**config.mk**
```make
export PLATFORM = sky130hd
export DESIGN_NAME = trace_fill_counter
export DESIGN_NICKNAME = d
export VERILOG_FILES = /design/src/rtl/trace_fill_pkg.sv /design/src/rtl/trace_fill_ctrl.sv /design/src/rtl/trace_fill_dp.sv /design/src/rtl/trace_fill_counter.sv
export SDC_FILE = /design/constraint.sdc
export NUM_CORES = 1
export LEC_CHECK = 0
export ABC_AREA = 0
export CAP_MARGIN = 20
export CORE_AREA = 2 2 39 41
export CTS_BUF_LIST = sky130_fd_sc_hd__clkbuf_16
export DETAILED_ROUTE_END_ITERATION = 6
export DIE_AREA = 0 0 41 43
export HOLD_SLACK_MARGIN = 0.06
export PLACE_DENSITY = 0.77
export SYNTH_ARGS = -nofsm -noshare
export SYNTH_HDL_FRONTEND = slang
export SYNTH_SLANG_ARGS = --single-unit
```
**constraint.sdc**
```tcl
create_clock -name clk -period 1.9 [get_ports clk]
set_clock_uncertainty 0.15 [all_clocks]
set_input_delay 0.285 -clock clk [delete_from_list [all_inputs] [get_ports clk]]
set_output_delay 0.285 -clock clk [all_outputs]
set_load 0.005 [all_outputs]
```
**src/rtl/trace_fill_pkg.sv**
```systemverilog
package trace_fill_pkg;

  typedef enum logic [1:0] {
    ALIGN_END   = 2'b00,
    ALIGN_MID   = 2'b01,
    ALIGN_BEGIN = 2'b10,
    ALIGN_RSVD  = 2'b11
  } alignMode_e;

  // strobes from control to datapath
  typedef struct packed {
    logic clearAll;  // arm write: zero count and flag
    logic advance;   // accept one half-line store
    logic markFull;  // this advance rolls the count over
  } fillStrb_t;

endpackage

```
**src/rtl/trace_fill_ctrl.sv**
```systemverilog
module trace_fill_ctrl
  import trace_fill_pkg::*;
(
  input  logic       clk,
  input  logic       porRst,
  input  logic       sysRst,
  input  logic       halfWrStb,
  input  logic       armWrPulse,
  input  logic [1:0] alignMode,
  input  logic       atLastHalf,
  output fillStrb_t  strobes,
  output logic       armClrReq,
  output logic       sessionStopped
);

  logic acceptStore;
  logic isBegin;
  logic endSession;

  assign isBegin     = (alignMode == ALIGN_BEGIN);
  assign acceptStore = halfWrStb && !armWrPulse && !sessionStopped;
  assign endSession  = acceptStore && atLastHalf && isBegin;

  always_comb begin
    strobes          = '0;
    strobes.clearAll = armWrPulse;
    strobes.advance  = acceptStore;
    strobes.markFull = acceptStore && atLastHalf;
  end

  // session-ended state: survives system reset, cleared by arm or power-on
  always_ff @(posedge clk or posedge porRst) begin
    if (porRst)          sessionStopped <= 1'b0;
    else if (armWrPulse) sessionStopped <= 1'b0;
    else if (endSession) sessionStopped <= 1'b1;
  end

  // one-cycle request to drop the arm bit
  always_ff @(posedge clk or posedge porRst) begin
    if (porRst)      armClrReq <= 1'b0;
    else if (sysRst) armClrReq <= 1'b0;
    else             armClrReq <= endSession;
  end

endmodule

```
**src/rtl/trace_fill_dp.sv**
```systemverilog
module trace_fill_dp
  import trace_fill_pkg::*;
#(
  parameter int CNT_W = 7
) (
  input  logic             clk,
  input  logic             porRst,
  input  fillStrb_t        strobes,
  output logic [CNT_W-1:0] countVal,
  output logic             fullFlag,
  output logic             atLastHalf
);

  localparam logic [CNT_W-1:0] LAST_HALF = {CNT_W{1'b1}};

  assign atLastHalf = (countVal == LAST_HALF);

  always_ff @(posedge clk or posedge porRst) begin
    if (porRst)                countVal <= '0;
    else if (strobes.clearAll) countVal <= '0;
    else if (strobes.advance)  countVal <= countVal + CNT_W'(1);
  end

  always_ff @(posedge clk or posedge porRst) begin
    if (porRst)                fullFlag <= 1'b0;
    else if (strobes.clearAll) fullFlag <= 1'b0;
    else if (strobes.markFull) fullFlag <= 1'b1;
  end

endmodule

```
**src/rtl/trace_fill_counter.sv**
```systemverilog
module trace_fill_counter
  import trace_fill_pkg::*;
#(
  parameter int LINES_LOG2 = 6,
  parameter int VIEW_W     = 8
) (
  input  logic              clk,
  input  logic              porRst,
  input  logic              sysRst,
  input  logic              halfWrStb,
  input  logic              armWrPulse,
  input  logic [1:0]        alignMode,
  output logic [VIEW_W-1:0] countView,
  output logic              bufFull,
  output logic              armClrReq
);

  localparam int CNT_W = LINES_LOG2 + 1;

  fillStrb_t        strobes;
  logic [CNT_W-1:0] countVal;
  logic             atLastHalf;
  logic             sessionStopped;

  trace_fill_ctrl u_ctrl (
    .clk            (clk),
    .porRst         (porRst),
    .sysRst         (sysRst),
    .halfWrStb      (halfWrStb),
    .armWrPulse     (armWrPulse),
    .alignMode      (alignMode),
    .atLastHalf     (atLastHalf),
    .strobes        (strobes),
    .armClrReq      (armClrReq),
    .sessionStopped (sessionStopped)
  );

  trace_fill_dp #(.CNT_W(CNT_W)) u_dp (
    .clk        (clk),
    .porRst     (porRst),
    .strobes    (strobes),
    .countVal   (countVal),
    .fullFlag   (bufFull),
    .atLastHalf (atLastHalf)
  );

  generate
    if (VIEW_W > CNT_W) begin : g_pad
      assign countView = {{(VIEW_W-CNT_W){1'b0}}, countVal};
    end else begin : g_trim
      assign countView = countVal[VIEW_W-1:0];
    end
  endgenerate

endmodule

```
==> flow_summary.yaml <==
setup_path:
  cp.required_ns: 1.46
  worst_ep_arrival_time_ns: 1.21
  regToRegSetupSlack_ns: 0.36
  startpoint_type: "register"
  cp_num_buf_inv: 1
  cp_top_family: "buffers and inverters"
  reg2reg_to: "u_dp.countVal[6]"
  cpPeakStageDelay_ns: 0.54
  end_kind: "output pin"
  worstSetupPathType: "register to output pin"
  path_max_fanout: 7
  slowest_stage: "clkdlybuf4s50_1"
  r2r_start: "u_dp.countVal[0]"
  reg2regPathDepth: 4
  path_cells: "clkdlybuf4s50_1"
detailed_routing:
  routed_wl_um: 985
  drcViolationCount: 0
  dr.pass1.iters: 2
  vias: 404
  avgRoutedWirePerCell_um: 12.2
  vias_per_cell: 4.99
  drt-initial-drc-count: 4
  postRouteAntennaNets: 0
run_status:
  outcome: "finished, final reports clean"
timing:
  setup_viol: 0
  fmax_ghz: 0.606
  slew_violations: 0
  final.min_clock_period_ns: 1.65
  fin_worst_hold_slack_ns: 0.183
  hold_violations: 0
  rsz0062_at_grt: "false"
  setup_tns_ns: 0
  fin_crit_sh: 0.868
die:
  die_h_um: 43
  start_util: 0.373
  core_area_um2: 1380
  die_w_um: 41
  num_rows: 14
  io_pins: 17
  dieArea_um2: 1760
job:
  maxCapViolations: 0
finish:
  diodes: 0
  drive_above_1_share: 0.169
  layout_common_cells: "clkdlybuf4s50_1 (15), dfrtp_1 (10), nor2_1 (6)"
  instances_no_fill: 81
  final_common_cell: "clkdlybuf4s50_1"
  fin_nets: 75
  syn_to_final_growth_pct: 46.8
  stdcell_area_um2: 757
  final_core_util: 0.547
  fill_cells: 131
hold_path:
  hold_class: "input port to async pin"
clock_tree:
  clk_pin_slew_ns: 0.04
  cts_max_level: 1
  postCtsSetupBuffers: 0
  ctsResizeCount: 0
  cts_buffer_depth: 2
  numCtsBuffers: 3
  cts-root-buf: "clkbuf_16"
  hold_buffers: 0
  cts_tree: "yes"
  clock_latency_ns: 0.23
  clkSinkCount: 10
global_route:
  grt_usage: 0.141
  met2_usage: 0.194
  antenna_found_initial: 0
  grt_util_met1: 0.200
  grt-busiest-layer: "met1"
  overflow: 0
  grt_pass1_wl_um: 1680
  gr-usage-met3: 0.0419
  first_global_vias: 359
  grt_max_degree: 11
logic_synthesis:
  yosysTopAreaCell: "dfrtp_1"
  synth_cell_types: 26
  synthTopCellsByArea: "dfrtp_1 (49%), nor2_1 (4.4%), a21oi_1 (3.9%)"
  syn_inst: 48
  synth_top_cell_area_share: 0.485
  synth-seq-cells: 10
  postSynth.topFlopCell: "dfrtp_1"
  synth.avg_cell_area_um2: 10.7
  synth_edf_count: 0
  ys_seq_area_frac: 0.485
  yosysWarnings: 0
  postSynth.asyncResetShare: 1.00
  synthesis.nets: 56
  synth_area_um2: 515
placed_design:
  place_congestion: 0.743
  dp.cells: 78
  dpl-instance-area_um2: 682
  io_buffers: 15
  dp_hpwl_um: 704
pwr:
  p_per_area_nw_per_um2: 834
  p_leak_nw: 0.346
  max-vdd-ir-drop_uv: 594
## cell usage after synthesis, types with 2 or more instances
cell type and instances:
nor2_1 6, dfrtp_1 10, nand4_1 2, a21oi_1 4, nor2b_1 2, inv_1 2, or3_1 2, o21ai_0 2
## flip-flops by register name, indices dropped and copies added, names as in the netlist
| register | flops |
|---|---|
| u_ctrl.sessionStopped | 1 |
| u_ctrl.armClrReq | 1 |
| u_dp.countVal | 7 |
| u_dp.fullFlag | 1 |
## layer usage
metal | wire length, um | part of all wire | vias to the layer above
li1 | - | - | 205
met3 | 54 | 0.055 | 0
met1 | 475 | 0.48 | 188
met2 | 455 | 0.46 | 11
met4 | 0 | 0 | 0
met5 | 0 | 0 | -
## through the flow
| stage | total power, W | setup WS, ns |
|---|---|---|
| after CTS | 0.000640 | 0.247 |
| after global routing | 0.000654 | 0.197 |
| after floorplan | 0.000250 | 0.488 |
| after detailed placement | 0.000277 | 0.0863 |
| final | 0.000632 | 0.250 |
| after global placement | 0.000276 | 0.0920 |
## logic make-up (layout without fill, tap and decap cells)
group                    Yosys count  in the layout  share of synthesized area
AND/OR/NAND/NOR                   21             21                      0.284
XOR/XNOR                           2              2                     0.0340
multiplexers                       3              3                     0.0704
buffers and inverters              4             21                     0.0364
AO/OA/AOI/OAI                      6              6                     0.0583
flip-flops                        10             10                      0.485
adder cells (fa/ha/maj)            1              1                     0.0243
other                              1              1                    0.00727
## worst max path at each step
stage / startpoint / to / depth (start not counted)
floorplan: u_dp.countVal[0] / u_dp.countVal[6] / 4
global placement: halfWrStb / u_dp.countVal[5] / 4
detailed placement: halfWrStb / u_dp.countVal[5] / 4
CTS: u_dp.countVal[2] / countView[2] / 1
global route: u_dp.countVal[2] / countView[2] / 1
finish: u_dp.countVal[2] / countView[2] / 1
## report_power, final
part	leakage, nW	total [W]	switching [W]	internal, W
Clock	0.0370	0.000356	0.0000843	0.000272
Combinational	0.170	0.0000499	0.0000208	0.0000291
Sequential	0.138	0.000226	0.00000715	0.000219
Total	0.346	0.000632	0.000112	0.000519
## layout make-up
class / count / area (um2) / area share
flip-flops and latches: 10 / 250 / 0.331
repair buffers: 16 / 158 / 0.208
well taps: 16 / 20.0 / 0.0264
clock buffers: 3 / 75.1 / 0.0992
multi-input cells: 34 / 246 / 0.326
inverters: 2 / 7.51 / 0.00992
## worst reg2reg max path: cells and delay by family (launching register included)
kind,cells,cell delay (ns)
and+or+nand+nor,2,0.47
adders and majority gates,1,0.27
AOI/OAI and AO/OA,1,0.15
DFF,1,0.42
Power figures use the tool's default switching activity.
